<file path="src/rtl/pwr_pkg.sv">
// Shared types and helpers for the keypad sleep controller.
// Assumes timeout codes are 3 bits wide and that code 7 aliases code 6.
package pwr_pkg;

    typedef enum logic [1:0] {
        PS_RUN   = 2'd0,
        PS_WARM  = 2'd1,
        PS_SLEEP = 2'd2
    } pwr_state_t;

    localparam int unsigned CODE_W   = 3;
    localparam int unsigned CODE_SPAN = 6;

    // Log2 of the idle time in ticks for a nonzero timeout code.
    function automatic int unsigned idle_exp(input logic [CODE_W-1:0] code,
                                             input int unsigned base_log2);
        int unsigned c;
        c = (int'(code) > CODE_SPAN) ? CODE_SPAN : int'(code);
        return base_log2 + CODE_SPAN - c;
    endfunction

endpackage

</file>
<file path="src/rtl/pwr_cfg_regs.sv">
// Holds the autowake enable and the timeout code.
// Also produces a restart pulse when a timeout write changes the stored code.
// Assumes write strobes are single-cycle and synchronous to clk.
module pwr_cfg_regs
    import pwr_pkg::*;
#(
    parameter logic [CODE_W-1:0] TMO_RESET = 3'b111
) (
    input  logic              clk,
    input  logic              rst_n,
    input  logic              cfg_wr,
    input  logic              cfg_autowake,
    input  logic              tmo_wr,
    input  logic [CODE_W-1:0] tmo_code,
    output logic              aw_q,
    output logic [CODE_W-1:0] code_q,
    output logic              restart
);

    // Restart only when the written code differs from the stored one.
    always_comb begin
        restart = tmo_wr && (tmo_code != code_q);
    end

    // Store the autowake bit on configuration writes.
    always_ff @(posedge clk) begin
        if (!rst_n)      aw_q <= 1'b1;
        else if (cfg_wr) aw_q <= cfg_autowake;
    end

    // Store the timeout code on timeout writes.
    always_ff @(posedge clk) begin
        if (!rst_n)      code_q <= TMO_RESET;
        else if (tmo_wr) code_q <= tmo_code;
    end

endmodule

</file>
<file path="src/rtl/pwr_idle_timer.sv">
// Counts idle ticks while operating.
// Raises expire on the tick that completes the idle time chosen by the code.
// Assumes tick is a one-cycle pulse. Code 0 means the timer never expires.
module pwr_idle_timer
    import pwr_pkg::*;
#(
    parameter int unsigned BASE_LOG2 = 8
) (
    input  logic              clk,
    input  logic              rst_n,
    input  logic              enable,
    input  logic              key_active,
    input  logic              restart,
    input  logic              tick,
    input  logic [CODE_W-1:0] code,
    output logic              expire
);

    localparam int unsigned CNT_W = BASE_LOG2 + CODE_SPAN;

    logic [CNT_W-1:0] cnt;
    logic [CNT_W-1:0] lim_m1;
    logic             armed;

    // Last count value before expiry for the current code.
    always_comb begin
        lim_m1 = (CNT_W'(1) << idle_exp(code, BASE_LOG2)) - CNT_W'(1);
    end

    // Decide whether this tick completes the idle time.
    always_comb begin
        armed  = enable && (code != '0) && !key_active && !restart;
        expire = armed && tick && (cnt == lim_m1);
    end

    // Count idle ticks, clearing on activity, restart, expiry or when not operating.
    always_ff @(posedge clk) begin
        if (!rst_n)                    cnt <= '0;
        else if (!armed || expire)     cnt <= '0;
        else if (tick)                 cnt <= cnt + CNT_W'(1);
    end

endmodule

</file>
<file path="src/rtl/pwr_warm_timer.sv">
// Counts the warm-up ticks between analog enable and scan start.
// Assumes WAKE_TICKS >= 1 and tick is a one-cycle pulse.
module pwr_warm_timer #(
    parameter int unsigned WAKE_TICKS = 2
) (
    input  logic clk,
    input  logic rst_n,
    input  logic active,
    input  logic tick,
    output logic done
);

    localparam int unsigned W = (WAKE_TICKS < 2) ? 1 : $clog2(WAKE_TICKS);

    logic [W-1:0] cnt;

    // Warm-up is complete on the final tick.
    always_comb begin
        done = active && tick && (cnt == W'(WAKE_TICKS - 1));
    end

    // Count ticks while warming, otherwise hold at zero.
    always_ff @(posedge clk) begin
        if (!rst_n)              cnt <= '0;
        else if (!active || done) cnt <= '0;
        else if (tick)           cnt <= cnt + W'(1);
    end

endmodule

</file>
<file path="src/rtl/pwr_sleep_ctrl.sv">
// Top level of the keypad autosleep and autowake controller.
// A three-state machine (run, warm, sleep) is driven by configuration writes,
// idle-timer expiry and key activity. Sleep gates only the analog enable and
// scan start, so stored key data is never touched.
// Assumes synchronous inputs and a one-cycle millisecond tick.
module pwr_sleep_ctrl
    import pwr_pkg::*;
#(
    parameter int unsigned       BASE_LOG2  = 8,
    parameter int unsigned       WAKE_TICKS = 2,
    parameter logic [2:0]        TMO_RESET  = 3'b111
) (
    input  logic       clk,
    input  logic       rst_n,
    input  logic       cfg_wr,
    input  logic       cfg_run,
    input  logic       cfg_autowake,
    input  logic       tmo_wr,
    input  logic [2:0] tmo_code,
    input  logic       key_active,
    input  logic       tick_1ms,
    output logic       run_stat,
    output logic       analog_en,
    output logic       scan_ready,
    output logic [2:0] tmo_code_rd
);

    pwr_state_t state_q, state_d;
    logic       aw_q;
    logic       restart;
    logic       expire;
    logic       warm_done;

    pwr_cfg_regs #(.TMO_RESET(TMO_RESET)) u_regs (
        .clk          (clk),
        .rst_n        (rst_n),
        .cfg_wr       (cfg_wr),
        .cfg_autowake (cfg_autowake),
        .tmo_wr       (tmo_wr),
        .tmo_code     (tmo_code),
        .aw_q         (aw_q),
        .code_q       (tmo_code_rd),
        .restart      (restart)
    );

    pwr_idle_timer #(.BASE_LOG2(BASE_LOG2)) u_idle (
        .clk        (clk),
        .rst_n      (rst_n),
        .enable     (state_q == PS_RUN),
        .key_active (key_active),
        .restart    (restart),
        .tick       (tick_1ms),
        .code       (tmo_code_rd),
        .expire     (expire)
    );

    pwr_warm_timer #(.WAKE_TICKS(WAKE_TICKS)) u_warm (
        .clk    (clk),
        .rst_n  (rst_n),
        .active (state_q == PS_WARM),
        .tick   (tick_1ms),
        .done   (warm_done)
    );

    // Next-state logic: configuration writes first, then timers and autowake.
    always_comb begin
        state_d = state_q;
        if (cfg_wr) begin
            if (!cfg_run)                 state_d = PS_SLEEP;
            else if (state_q == PS_SLEEP) state_d = PS_WARM;
        end else begin
            unique case (state_q)
                PS_RUN:   if (expire)              state_d = PS_SLEEP;
                PS_SLEEP: if (aw_q && key_active)  state_d = PS_WARM;
                PS_WARM:  if (warm_done)           state_d = PS_RUN;
                default:                           state_d = PS_SLEEP;
            endcase
        end
    end

    // State register, operating after reset.
    always_ff @(posedge clk) begin
        if (!rst_n) state_q <= PS_RUN;
        else        state_q <= state_d;
    end

    // Output decode from the registered state.
    always_comb begin
        run_stat   = (state_q != PS_SLEEP);
        analog_en  = (state_q != PS_SLEEP);
        scan_ready = (state_q == PS_RUN);
    end

endmodule

</file>
<file path="config.mk">
export PLATFORM = sky130hd
export DESIGN_NAME = pwr_sleep_ctrl
export DESIGN_NICKNAME = d
export VERILOG_FILES = /design/src/rtl/pwr_pkg.sv /design/src/rtl/pwr_cfg_regs.sv /design/src/rtl/pwr_idle_timer.sv /design/src/rtl/pwr_warm_timer.sv /design/src/rtl/pwr_sleep_ctrl.sv
export SDC_FILE = /design/constraint.sdc
export NUM_CORES = 1
export LEC_CHECK = 0
export ABC_CLOCK_PERIOD_IN_PS = 2350
export BUFFER_PORTS_ARGS = -buffer_cell sky130_fd_sc_hd__buf_2
export CAP_MARGIN = 10
export CORE_MARGIN = 5
export CORE_UTILIZATION = 51
export CTS_CLUSTER_DIAMETER = 100
export DETAILED_ROUTE_END_ITERATION = 7
export PLACE_DENSITY = 0.72
export SYNTH_ARGS = -nofsm -noshare
export SYNTH_HDL_FRONTEND = slang
export SYNTH_SLANG_ARGS = --single-unit
</file>
<file path="constraint.sdc">
create_clock -name clk -period 2.35 [get_ports clk]
set_input_delay 0.1175 -clock clk [delete_from_list [all_inputs] [get_ports clk]]
set_output_delay 0.1175 -clock clk [all_outputs]
set_load 0.03 [all_outputs]
</file>
# [Yosys cells after proc, flatten, opt, wreduce, memory -nomap -nowiden]
# Index checks and enable logic that the tools add are counted.
[totals] ff_bits=21 out_inout_bits=6
[op_classes] addsub=4 magnitude_cmp=1 eq_ne=9 n_shift=1 muxes=8 bitwise=1 n_reduce_logical=20
[ops] cell="$shl A1 B32 Y14 const A" n=1
[ops] cell="$sub A4 B32 Y32 const A" n=1
[ops] cell="$add A14 B1 Y14 const B" n=1
[ops] cell="$eq A14 B14 Y1" n=1
[ops] cell="$sub A14 B2 Y14 const B" n=1
[ops] cell="$mux W2" n=6
[ops] cell="$logic_and A1 B1 Y1" n=9
[ops] cell="$ne A3 B2 Y1 const B" n=2
[ops] cell="$ne A3 B3 Y1 const B" n=2
[ops] cell="$pmux W2 S3" n=1
[ops] cell="$logic_not A1 Y1" n=4
[ops] cell="$reduce_and A4 Y1" n=1
[ops] cell="$reduce_or A2 Y1" n=2
[ops] cell="$gt A3 B3 Y1 const B" n=1
[ops] cell="$mux W3" n=1
[ops] cell="$ne A3 B3 Y1" n=1
[ops] cell="$reduce_bool A3 Y1" n=1
[ops] cell="$eq A2 B1 Y1 const B" n=1
[ops] cell="$eq A2 B2 Y1 const B" n=1
[ops] cell="$logic_not A2 Y1" n=1
[ops] cell="$logic_or A1 B1 Y1" n=2
[ops] cell="$ne A2 B2 Y1 const B" n=1
[ops] cell="$add A1 B1 Y1 const B" n=1
[ops] cell="$not A1 Y1" n=1

# [Logic depth before layout (Yosys ltp)]
[logic_depth] ltp_word=10 ltp_mapped=8 depth_no_buf=7

# [Modules after synthesis]
# From an unflattened synthesis, not the netlist that was laid out.
[hier_totals] cells_unflattened=132 hier_area_um2=1203.7
[by_module_without_submodules] mod="pwr_idle_timer" instances=1 cells_each=88 area_per_inst_um2=792.0
[by_module_without_submodules] mod="pwr_sleep_ctrl" instances=1 cells_each=24 area_per_inst_um2=198.9
[by_module_without_submodules] mod="pwr_cfg_regs" instances=1 cells_each=16 area_per_inst_um2=170.2
[by_module_without_submodules] mod="pwr_warm_timer" instances=1 cells_each=4 area_per_inst_um2=42.5

# [Worst setup path before layout]
# No wires, ideal clock.
[synth_path] path_type="register to register" startpoint="register state_q[1]" endpoint="register state_q[0]" arrival_ns=1.974 slack_ns=0.303 path_stages_with_launch=8 n_path_buf=0 period_less_slack_ns=2.047 path_cell_list="dfxtp_1 > inv_1 > ha_1 > inv_1 > a2111oi_4 > o2111ai_1 > or4_4 > o211ai_2"
[synth_between] elab_chain_len=8 elab_cells_between_ends=17 cone_classes="6 x eq/ne; 2 x mux; 9 x reduce/logical"
[synth_lines] element="from (decl)" line="pwr_sleep_ctrl.sv:28" rtl="pwr_state_t state_q, state_d;"
[synth_lines] element="from (signal assigned)" line="pwr_sleep_ctrl.sv:84" rtl="else state_q <= state_d;"
[synth_lines] element="$logic_not A2 Y1 (*)"
[synth_lines] element="net scan_ready" line="pwr_sleep_ctrl.sv:24" rtl="output logic scan_ready,"
[synth_lines] element="$logic_and A1 B1 Y1 (3 in a row)" line="pwr_idle_timer.sv:32" rtl="armed = enable && (code != '0) && !key_active && !restart;"
[synth_lines] element="$logic_and A1 B1 Y1 (2 in a row)" line="pwr_idle_timer.sv:33" rtl="expire = armed && tick && (cnt == lim_m1);"
[synth_lines] element="$ne A3 B3 Y1 (no line)"
[synth_lines] element="$reduce_and A4 Y1 (no line)"
# The timed path passes the listed nets; every way through them passes the cells marked *.
# A chain may end at the register's enable or synchronous reset.

# [Worst setup path in the final report]
[layout_path] startpoint="register state_q[0]" endpoint="register state_q[0]"
[layout_between] elab_chain_len=8 elab_cells_between_ends=17 cone_classes="6 x eq/ne; 2 x mux; 9 x reduce/logical"
[layout_lines] element="$logic_not A2 Y1" line="pwr_sleep_ctrl.sv:49, pwr_sleep_ctrl.sv:72"
[layout_lines] element="$logic_and A1 B1 Y1 (3 in a row)" line="pwr_idle_timer.sv:32"
[layout_lines] element="$logic_and A1 B1 Y1 (2 in a row)" line="pwr_idle_timer.sv:33"
[layout_lines] element="$ne A3 B3 Y1 (no line)"
[layout_lines] element="$reduce_and A4 Y1 (no line)"
# Parallel ways exist; a longest one is shown, timed or not.

==> flow_summary.yaml <==
outcome:
  status: "complete, no violations"
global_routing:
  grt.overflow.total: 0
  grt_pass1_vias: 972
  grt_use_total_pct: 14.80
  grt_antenna_before_repair: 0
  grt_max_degree: 13
  grt_pass1_wl_mm: 4.188
placed_design:
  hpwl_mm: 1.901
  io_buffers: 16
  place.gp.congestion: 0.9072
min_path:
  hold_path_end: "u_regs.aw_q$_SDFFE_PN1P_"
  min_from: "cfg_autowake"
  hp-class: "input port to register"
  holdPathStages: 3
cells_and_area:
  final_nets: 182
  drive_gt1_share_pct: 16.97
  mostFrequentLayoutCells: "dfxtp_1 (21), nor2_1 (18), nand2_1 (17)"
  area_growth_pct: 6.870
  multi_input_area_um2: 807.0
  fill_cells: 235
  antennaDiodeCount: 0
  layout_commonest_cell: "dfxtp_1"
  ff_latch_area_um2: 420.4
floorplanning:
  row_count: 18
  die-area_um2: 3685
  die_h_um: 60.71
  ioPinCount: 17
  die_w_um: 60.71
  core_area_um2: 2477
  start_util_pct: 52.93
routing:
  wl_met2_mm: 1.092
  routed_wl_mm: 2.528
  wl_met1_mm: 1.299
  num_vias: 1084
  firstDrtPassIters: 4
  top_layer: "met4"
  drt-initial-drc-count: 58
  viasPerCell: 5.559
  wl_per_cell_um: 12.96
  antenna_left: 0
  drc: 0
  dr_wl_met3_um: 103
synth:
  synth_cell_types: 44
  syn-num-nets: 168
  synth_ff_type: "dfxtp_1"
  syn_area_per_cell_um2: 8.627
  postSynthCellCount: 152
  yosysSeqAreaShare_pct: 32.06
  async_flop_share_pct: 0
  syn-cell-area_um2: 1311
  synth_edf_count: 0
  synth_seq_cells: 21
  synth_warnings: 0
worst_setup_path:
  cp-end-kind: "register"
  cp_data_required_time_ns: 2.59
  crit_fanout: 4
  crit_path_start_kind: "register"
  critPathArrivalTime_ns: 2.22
  r2r_start: "state_q[0]$_SDFFE_PN0P_"
  critical_path_class: "register to register"
  reg2reg_slack_ns: 0.37
  rr_worst_depth: 7
  timing.rr.end: "state_q[0]$_SDFFE_PN0P_"
clocking:
  clockBufferDepth: 2
  cts_tree: "built"
  cts_hold_buf: 0
  htreeDepth: 1
  clock_latency_ns: 0.30
  cts.sink_count: 21
  cts_resized: 0
  cts_root_buf: "clkbuf_4"
  cts_setup_buffers: 0
  numCtsBuffers: 3
  clk_pin_slew_ns: 0.12
power_and_ir_drop:
  ir_drop_v: 0.0003446
  p_switching_uw: 211.8
  intPower_uw: 483.0
  pwr-share-seq_pct: 54.6
  p_sw_share_pct: 30.49
  power_density_nw_per_um2: 495.8
  pwr-share-clk_pct: 25.3
  power.static_leakage_nw: 0.5025
  comb_power_share_pct: 20.0
  total_power_uw: 694.8
sta:
  hold_viol_final: 0
  drv_slew: 0
  fin_tns_setup_ns: 0
  fin_crit_sh_pct: 84.10
  rsz0062_at_grt: "no"
  relSlewSlack_pct: 63.36
  fmax_mhz: 506.0
  skew_ns: 0.004076
  tightest_slew_ns: 0.5496
  layout_min_cycle_time_ns: 1.976
  setup_viol: 0
run:
  drv_cap: 0
worst max-delay path by stage:
stage	to	depth (start not counted)	slack (ns)	from
floorplan	state_q[0]$_SDFFE_PN0P_	7	0.30	state_q[1]$_SDFFE_PN0P_
finish	state_q[0]$_SDFFE_PN0P_	7	0.37	state_q[0]$_SDFFE_PN0P_
CTS	state_q[0]$_SDFFE_PN0P_	7	0.38	state_q[0]$_SDFFE_PN0P_
global route	u_idle.cnt[11]$_SDFFE_PP0P_	6	0.25	u_regs.code_q[1]$_SDFFE_PN1P_
global placement	state_q[0]$_SDFFE_PN0P_	5	0.48	u_regs.code_q[2]$_SDFFE_PN1P_
detailed placement	state_q[0]$_SDFFE_PN0P_	7	0.43	state_q[1]$_SDFFE_PN0P_
registers in the layout, indices dropped and copies added, names as in the netlist:
signal / cells
u_idle.cnt: 14
u_warm.cnt: 1
u_regs.code_q: 3
state_q: 2
u_regs.aw_q: 1
through the flow:
step	util, %	area, um2	worst slack, ns	hold slack, ns	cells
finish	56.57	1401	0.3737	0.03351	195
global route	56.57	1401	0.2465	0.06158	195
CTS	56.57	1401	0.3837	0.02852	195
detailed placement	55.51	1375	0.4304	0.3568	191
global placement	55.51	1375	0.4764	0.3288	191
floorplan	-	1311	0.3026	0.2459	152
layout make-up:
cell class / instances / share of cell area (%)
inverters: 6 / 1.607
repair buffers: 17 / 6.250
well taps: 30 / 2.679
multi-input cells: 117 / 57.59
flip-flops and latches: 21 / 30.00
clock buffers: 4 / 1.875
Yosys cell counts, drive strengths merged (4+ instances only):
master  instances  area (um2)
ha              5       62.56
nor3            7       45.04
mux2i           7       70.07
xnor2           7       61.31
o21ai           4       20.02
xor2            9       86.34
nand3           4       20.02
a21oi           5       25.02
dfxtp          21       420.4
nor2           18       67.56
nand2          17       63.81
buf             6       53.79
inv             6       22.52
power groups by stage:
stage	combinational [mW]	sequential [mW]	clock (mW)
4_1_cts	0.139	0.379	0.181
3_3_place_gp	0.135	0.386	0
6_report	0.139	0.380	0.176
2_1_floorplan	0.111	0.385	0
3_5_place_dp	0.138	0.387	0
5_1_grt	0.154	0.381	0.198
kinds of logic after synthesis:
group                    synth area share, %
buffers and inverters                  6.392
XOR/XNOR                               11.26
adder cells (fa/ha/maj)                4.771
flip-flops                             32.06
AO/OA/AOI/OAI                          15.84
AND/OR/NAND/NOR                        24.33
multiplexers                           5.344
critical path, cell delays in order (launching register included):
cell and delay [ns]:
dfxtp_1 0.37, inv_1 0.10, ha_1 0.22, inv_1 0.12
a2111oi_4 0.33, o2111ai_1 0.16, or4_4 0.54, o211ai_2 0.08
layer usage:
layer,global-route usage [%],vias to the layer above
met3,3.191,5
met5,0,-
met1,21.22,506
met2,22.14,20
li1,-,553
met4,4.644,0
No activity file was read; power rests on OpenSTA's default activity.
